$ cat config.mk
export PLATFORM = sky130hd
export DESIGN_NAME = scan_ctl
export DESIGN_NICKNAME = d
export VERILOG_FILES = /design/src/rtl/scan_ctl.sv
export SDC_FILE = /design/constraint.sdc
export NUM_CORES = 1
export LEC_CHECK = 0
export ABC_AREA = 0
export BUFFER_PORTS_ARGS = -buffer_cell sky130_fd_sc_hd__buf_4
export CAP_MARGIN = 0
export CORE_MARGIN = 2
export CORE_UTILIZATION = 30
export DETAILED_ROUTE_END_ITERATION = 8
export GPL_TIMING_DRIVEN = 0
export PLACE_DENSITY = 0.58
export SLEW_MARGIN = 25
export SYNTH_ARGS = -nofsm -noshare
export SYNTH_HDL_FRONTEND = slang
export SYNTH_SLANG_ARGS = --single-unit
$ cat constraint.sdc
create_clock -name clk -period 6.9 [get_ports clk]
set_clock_uncertainty 0.15 [all_clocks]
set_input_delay 0.69 -clock clk [delete_from_list [all_inputs] [get_ports clk]]
set_output_delay 0.69 -clock clk [all_outputs]
set_load 0.05 [all_outputs]
$ cat src/rtl/scan_ctl.sv
module scan_ctl #(
  parameter int W = 24
) (
  input  logic         clk,
  input  logic         rst,
  input  logic         arm_set,
  input  logic         start1,
  input  logic         start2,
  input  logic         xfer_en,
  input  logic         gate_en,
  input  logic         end_scan,
  input  logic         end_tc,
  input  logic         continuous,
  input  logic         pretrig,
  input  logic         trig_once,
  input  logic         sw_load,
  input  logic [W-1:0] load_val,
  output logic         load,
  output logic         cnt_en,
  output logic         disarm,
  output logic         tc,
  output logic [W-1:0] count,
  output logic         armed,
  output logic [1:0]   state
);
  localparam logic [1:0] S_IDLE = 2'd0, S_PRE = 2'd1, S_WAIT = 2'd2, S_POST = 2'd3;

  logic [1:0] nxt;
  logic       keep_going;

  assign tc = (count == '0);
  assign keep_going = (!tc && !end_scan) || (!end_scan && !end_tc && continuous);

  always_comb begin
    nxt = state;
    case (state)
      S_IDLE: if (start1 && armed) nxt = pretrig ? S_PRE : S_POST;
      S_PRE:  if (tc && xfer_en)   nxt = S_WAIT;
      S_WAIT: if (start2)          nxt = S_POST;
      S_POST: if (xfer_en && !keep_going) nxt = S_IDLE;
      default: nxt = S_IDLE;
    endcase
  end

  assign load   = (tc && xfer_en) || sw_load;
  assign cnt_en = armed && xfer_en && gate_en &&
                  (state[0] || nxt[0]);
  assign disarm = (state == S_POST) && (nxt == S_IDLE) &&
                  (end_scan || end_tc || trig_once);

  always_ff @(posedge clk) begin
    if (rst) begin
      state <= S_IDLE;
      count <= '0;
      armed <= 1'b0;
    end else begin
      state <= nxt;
      if (load)        count <= load_val;
      else if (cnt_en) count <= count - 1'b1;
      if (disarm)       armed <= 1'b0;
      else if (arm_set) armed <= 1'b1;
    end
  end
endmodule

Yosys cells after proc, flatten, opt, wreduce, memory -nomap -nowiden

Cells that the tools add are included.

Output and inout bits: 31
Logic and storage cells: 40
Bits in registers: 27
Bits of input ports: 37

$add $sub $neg: 1
Reduce and logical (&&, ||, !) cells: 25
Multiplexer cells: 8
Equality and inequality tests: 3

Operators with widths:

| operator                                            | number |
|---|---|
| two-way mux 24 bit                                  | 2 |
| logical NOT 24 bit                                  | 1 |
| subtractor 24 x 1 -> 24 bit, second input constant  | 1 |
| logical AND 1 bit                                   | 11 |
| two-way mux 2 bit                                   | 5 |
| one-hot mux 2 bit (4 select lines)                  | 1 |
| logical OR 1 bit                                    | 5 |
| equality test 2 bit, second input constant          | 2 |
| logical NOT 1 bit                                   | 4 |
| logical NOT 2 bit                                   | 2 |
| equality test 2 x 1 -> 1 bit, second input constant | 1 |
| nonzero test 2 bit                                  | 1 |
| OR reduction 2 bit                                  | 1 |

Logic depth before layout (Yosys ltp)

Depth in word-level cells: 12
Depth in mapped cells: 9
Depth with buffers taken out: 8

Worst setup path after synthesis

No wires, ideal clock.

Path type: reg-to-output
Start: register count[0]
End: output port tc
Data arrival time: 2.928 ns
Required time: 6.060 ns
Stages on the path, launching flop included: 6
Setup slack: 3.132 ns
Path buffers: 0
Cells stage by stage: dfxtp_1 -> inv_1 -> ha_1 -> or4b_2 -> or4_4 -> nor3_1

Longest elaborated chain between the ends: 1

Ends and longest elaborated chain:

| what                   | RTL line | RTL |
|---|---|---|
| start, declared        | 22       | `output logic [W-1:0] count,` |
| start signal, assigned | 58       | `if (load) count <= load_val;` |
| start signal, assigned | 59       | `else if (cnt_en) count <= count - 1'b1;` |
| logical NOT 24 bit     | 31       | `assign tc = (count == '0);` |
| end, declared          | 21       | `output logic tc,` |

No other way between the ends.

Worst setup path in the final report

Start: register count[0]
End: output port load

Longest elaborated chain between the ends: 3

Ends and longest elaborated chain:

| what               | RTL line | RTL |
|---|---|---|
| logical NOT 24 bit | 31       |  |
| logical AND 1 bit  | 45       | `assign load = (tc && xfer_en) \|\| sw_load;` |
| logical OR 1 bit   | 45       |  |
| end, declared      | 18       | `output logic load,` |

No other way between the ends.

==> results.md <==
- Port Buf Inserts: 66
- Period minus WS final: 3.50 ns
- Crit path required time: 6.06 ns
- Synthesized flop and latch total: 27
- Clock Path Buffers: 2
- Max-cap violations: 0
- Reg2reg start: count[0]$_SDFFE_PP0P_
- Most frequent cells in the layout: buf_4, nor2_1, dfxtp_1
- Antenna cells: 0
- Status: finished clean
- Seq/Total Area, Yosys: 32.7%
- Worst-Margin Slew: 0.777 ns
- Sinks on Clock Net: 27
- Net Count, Synth: 224
- H-tree Lvls: 1
- Clk Latency, worst-skew pair: 0.27 ns
- Critical path data arrival time: 2.66 ns
- First-pass GRT wire length: 7530 um
- Synth Flop Type: dfxtp_1
- Syn_area_per_cell: 8.89 um^2
- Multi-input gate area: 0.00103 mm^2
- Most common cell after layout, fill and taps aside: buf_4
- Setup bufs post-CTS: 0
- Starting Density: 30.6%
- Netlist cell types: 38
- Overall Power: 422 uW
- Crit path kind: flip-flop to output pin
- Cts hold-fix bufs: 0
- WL per Instance: 13.7 um
- Final Util: 42.5%
- Drt via density: 4.93
- Fillers: 610
- HP Class: flip-flop to flip-flop
- Crit-path max cell delay: 0.65 ns
- Router iterations before antenna repair: 4
- DP HPWL: 3520 um
- Period utilisation layout: 50.8%
- Cts bufs inserted: 3
- Layout cells sized above 1: 40.9%
- Slew headroom: 47.7%
- Fmax: 0.286 GHz
- Slew Limit Fails: 0
- Lkg Pwr: 0.000917 uW
- Worst setup SP type: flip-flop
- Layout Nets: 296
- Std cell rows: 27
- CTS tree: built
- Total grt overflow: 0
- DRT Wirelength: 4510 um
- Final hold violation count: 0
- GRT Total Usage: 15.1%
- Fin Setup TNS: 0 ns
- Crit. Startpoint: count[0]$_SDFFE_PP0P_
- Post-synthesis instance area: 0.00165 mm^2
- I/O pin total: 68
- Setup-failing EPs final: 0
- CP Max Fanout: 10
- Antenna Nets Post-Route: 0
- Post-synth EDFFs: 0
- Most used cell along the critical path: inv_1
- Die height: 78.3 um
- DRT iter0 DRCs: 42
- RSZ-0062 raised after global routing: false
- Register area: 541 um^2
- Via count: 1623
- Core ar.: 0.00541 mm^2
- Yosys Warn Count: 0
- CP Capture Type: output pin
- Die width: 78.3 um
- Synth Instances: 186
- Initial antenna violation count: 0
- Worst-path clk slew: 0.10 ns
- Async S/R FF share, synth: 0%
- Power Density: 184 mW/mm^2
- Pin count of the biggest net entering global routing: 15
- Placer Congestion: 0.772
- Crit path cell chain: inv_1 -> ha_1 -> or4b_2 -> nor4_4 -> a31oi_1 -> buf_2 -> inv_1 -> buf_4
- Maximum vdd ir drop: 0.000138 V
- Post-CTS sizing: 0
- Drt drc: 0
- Die ar.: 0.00612 mm^2
- Synth-to-layout area growth: 39.0%
- Hold_sp: count[21]$_SDFFE_PP0P_
- Number of global-route vias before repair: 1592
- Slowest-stage cell, CP: or4b_2
- CTS Root Buffer Type: clkbuf_8
[state kept, by name, indices dropped and copies added (netlist names)]
| register | flops |
|---|---|
| count | 24 |
| state | 2 |
| armed | 1 |
[final cells by class]
class                      instances  share of cell area (%)
sequential                        27                    23.5
tap                               72                    3.92
timing repair buffer              67                    21.9
inverter                           5                   0.817
multi-input combinational        142                    44.9
buffer                            12                    3.05
clock buffer                       4                    1.96
[power breakdown]
| group | switching [uW] | internal [uW] | total, uW |
|---|---|---|---|
| logic | 89.7 | 56.9 | 147 |
| registers | 15.2 | 168 | 183 |
| clock network | 51.5 | 41.4 | 92.9 |
| total | 156 | 266 | 422 |
[stage by stage]
step | worst slack [ns] | area (um^2) | hold slack [ns] | std cells
floorplan | 3.13 | 1650 | 0.561 | 186
global placement | 3.65 | 2240 | 0.347 | 324
detailed placement | 3.66 | 2250 | 0.349 | 325
CTS | 3.39 | 2300 | 0.367 | 329
global route | 3.24 | 2300 | 0.402 | 329
finish | 3.40 | 2300 | 0.360 | 329
[per-layer routing]
| layer | track usage [%] | wire length (um) | vias to the layer above |
|---|---|---|---|
| li1 | - | - | 823 |
| met1 | 20.4 | 2070 | 752 |
| met2 | 25.3 | 2100 | 46 |
| met3 | 3.56 | 325 | 2 |
| met4 | 1.58 | 15 | 0 |
| met5 | 0 | 0 | - |
[critical path, delay by kind of cell, from the launching register on]
family	cells	cell delay (ns)
buf+inv	4	0.60
simple gates	2	1.01
flops	1	0.38
compound gates	1	0.20
fa+ha+maj	1	0.19
[synthesized netlist by cell type (all sizes together), types with 4 or more instances]
| library cell | number | share of area, % |
|---|---|---|
| buf | 5 | 2.6 |
| clkbuf | 7 | 1.7 |
| xor2 | 17 | 9.0 |
| nand3 | 8 | 2.4 |
| or4 | 6 | 3.2 |
| a211oi | 22 | 16 |
| nand2 | 5 | 1.1 |
| nor3 | 10 | 3.6 |
| a31oi | 4 | 1.5 |
| nor2 | 34 | 7.7 |
| dfxtp | 27 | 33 |
| inv | 5 | 1.1 |
| nand4 | 4 | 1.5 |
[kinds of logic (layout without fill, tap and decap cells)]
logic type      Yosys count  count (layout)  share of synthesized area [%]
xor+xnor                 20              20                           10.6
fa+ha+maj                 1               1                          0.756
buf+inv                  17              88                           5.37
compound gates           40              40                           23.8
flops                    27              27                           32.7
simple gates             81              81                           26.9
[worst paths after layout]
| kind | to | slack [ns] | cells past startpoint |
|---|---|---|---|
| setup reg to reg | count[4]$_SDFFE_PP0P_ | 4.21 | 8 |
| hold reg to reg | count[21]$_SDFFE_PP0P_ | 0.36 | 2 |
| hold / removal | count[21]$_SDFFE_PP0P_ | 0.36 | 2 |
| setup / recovery | load | 3.40 | 8 |
No activity file was read; power rests on OpenSTA's default activity.
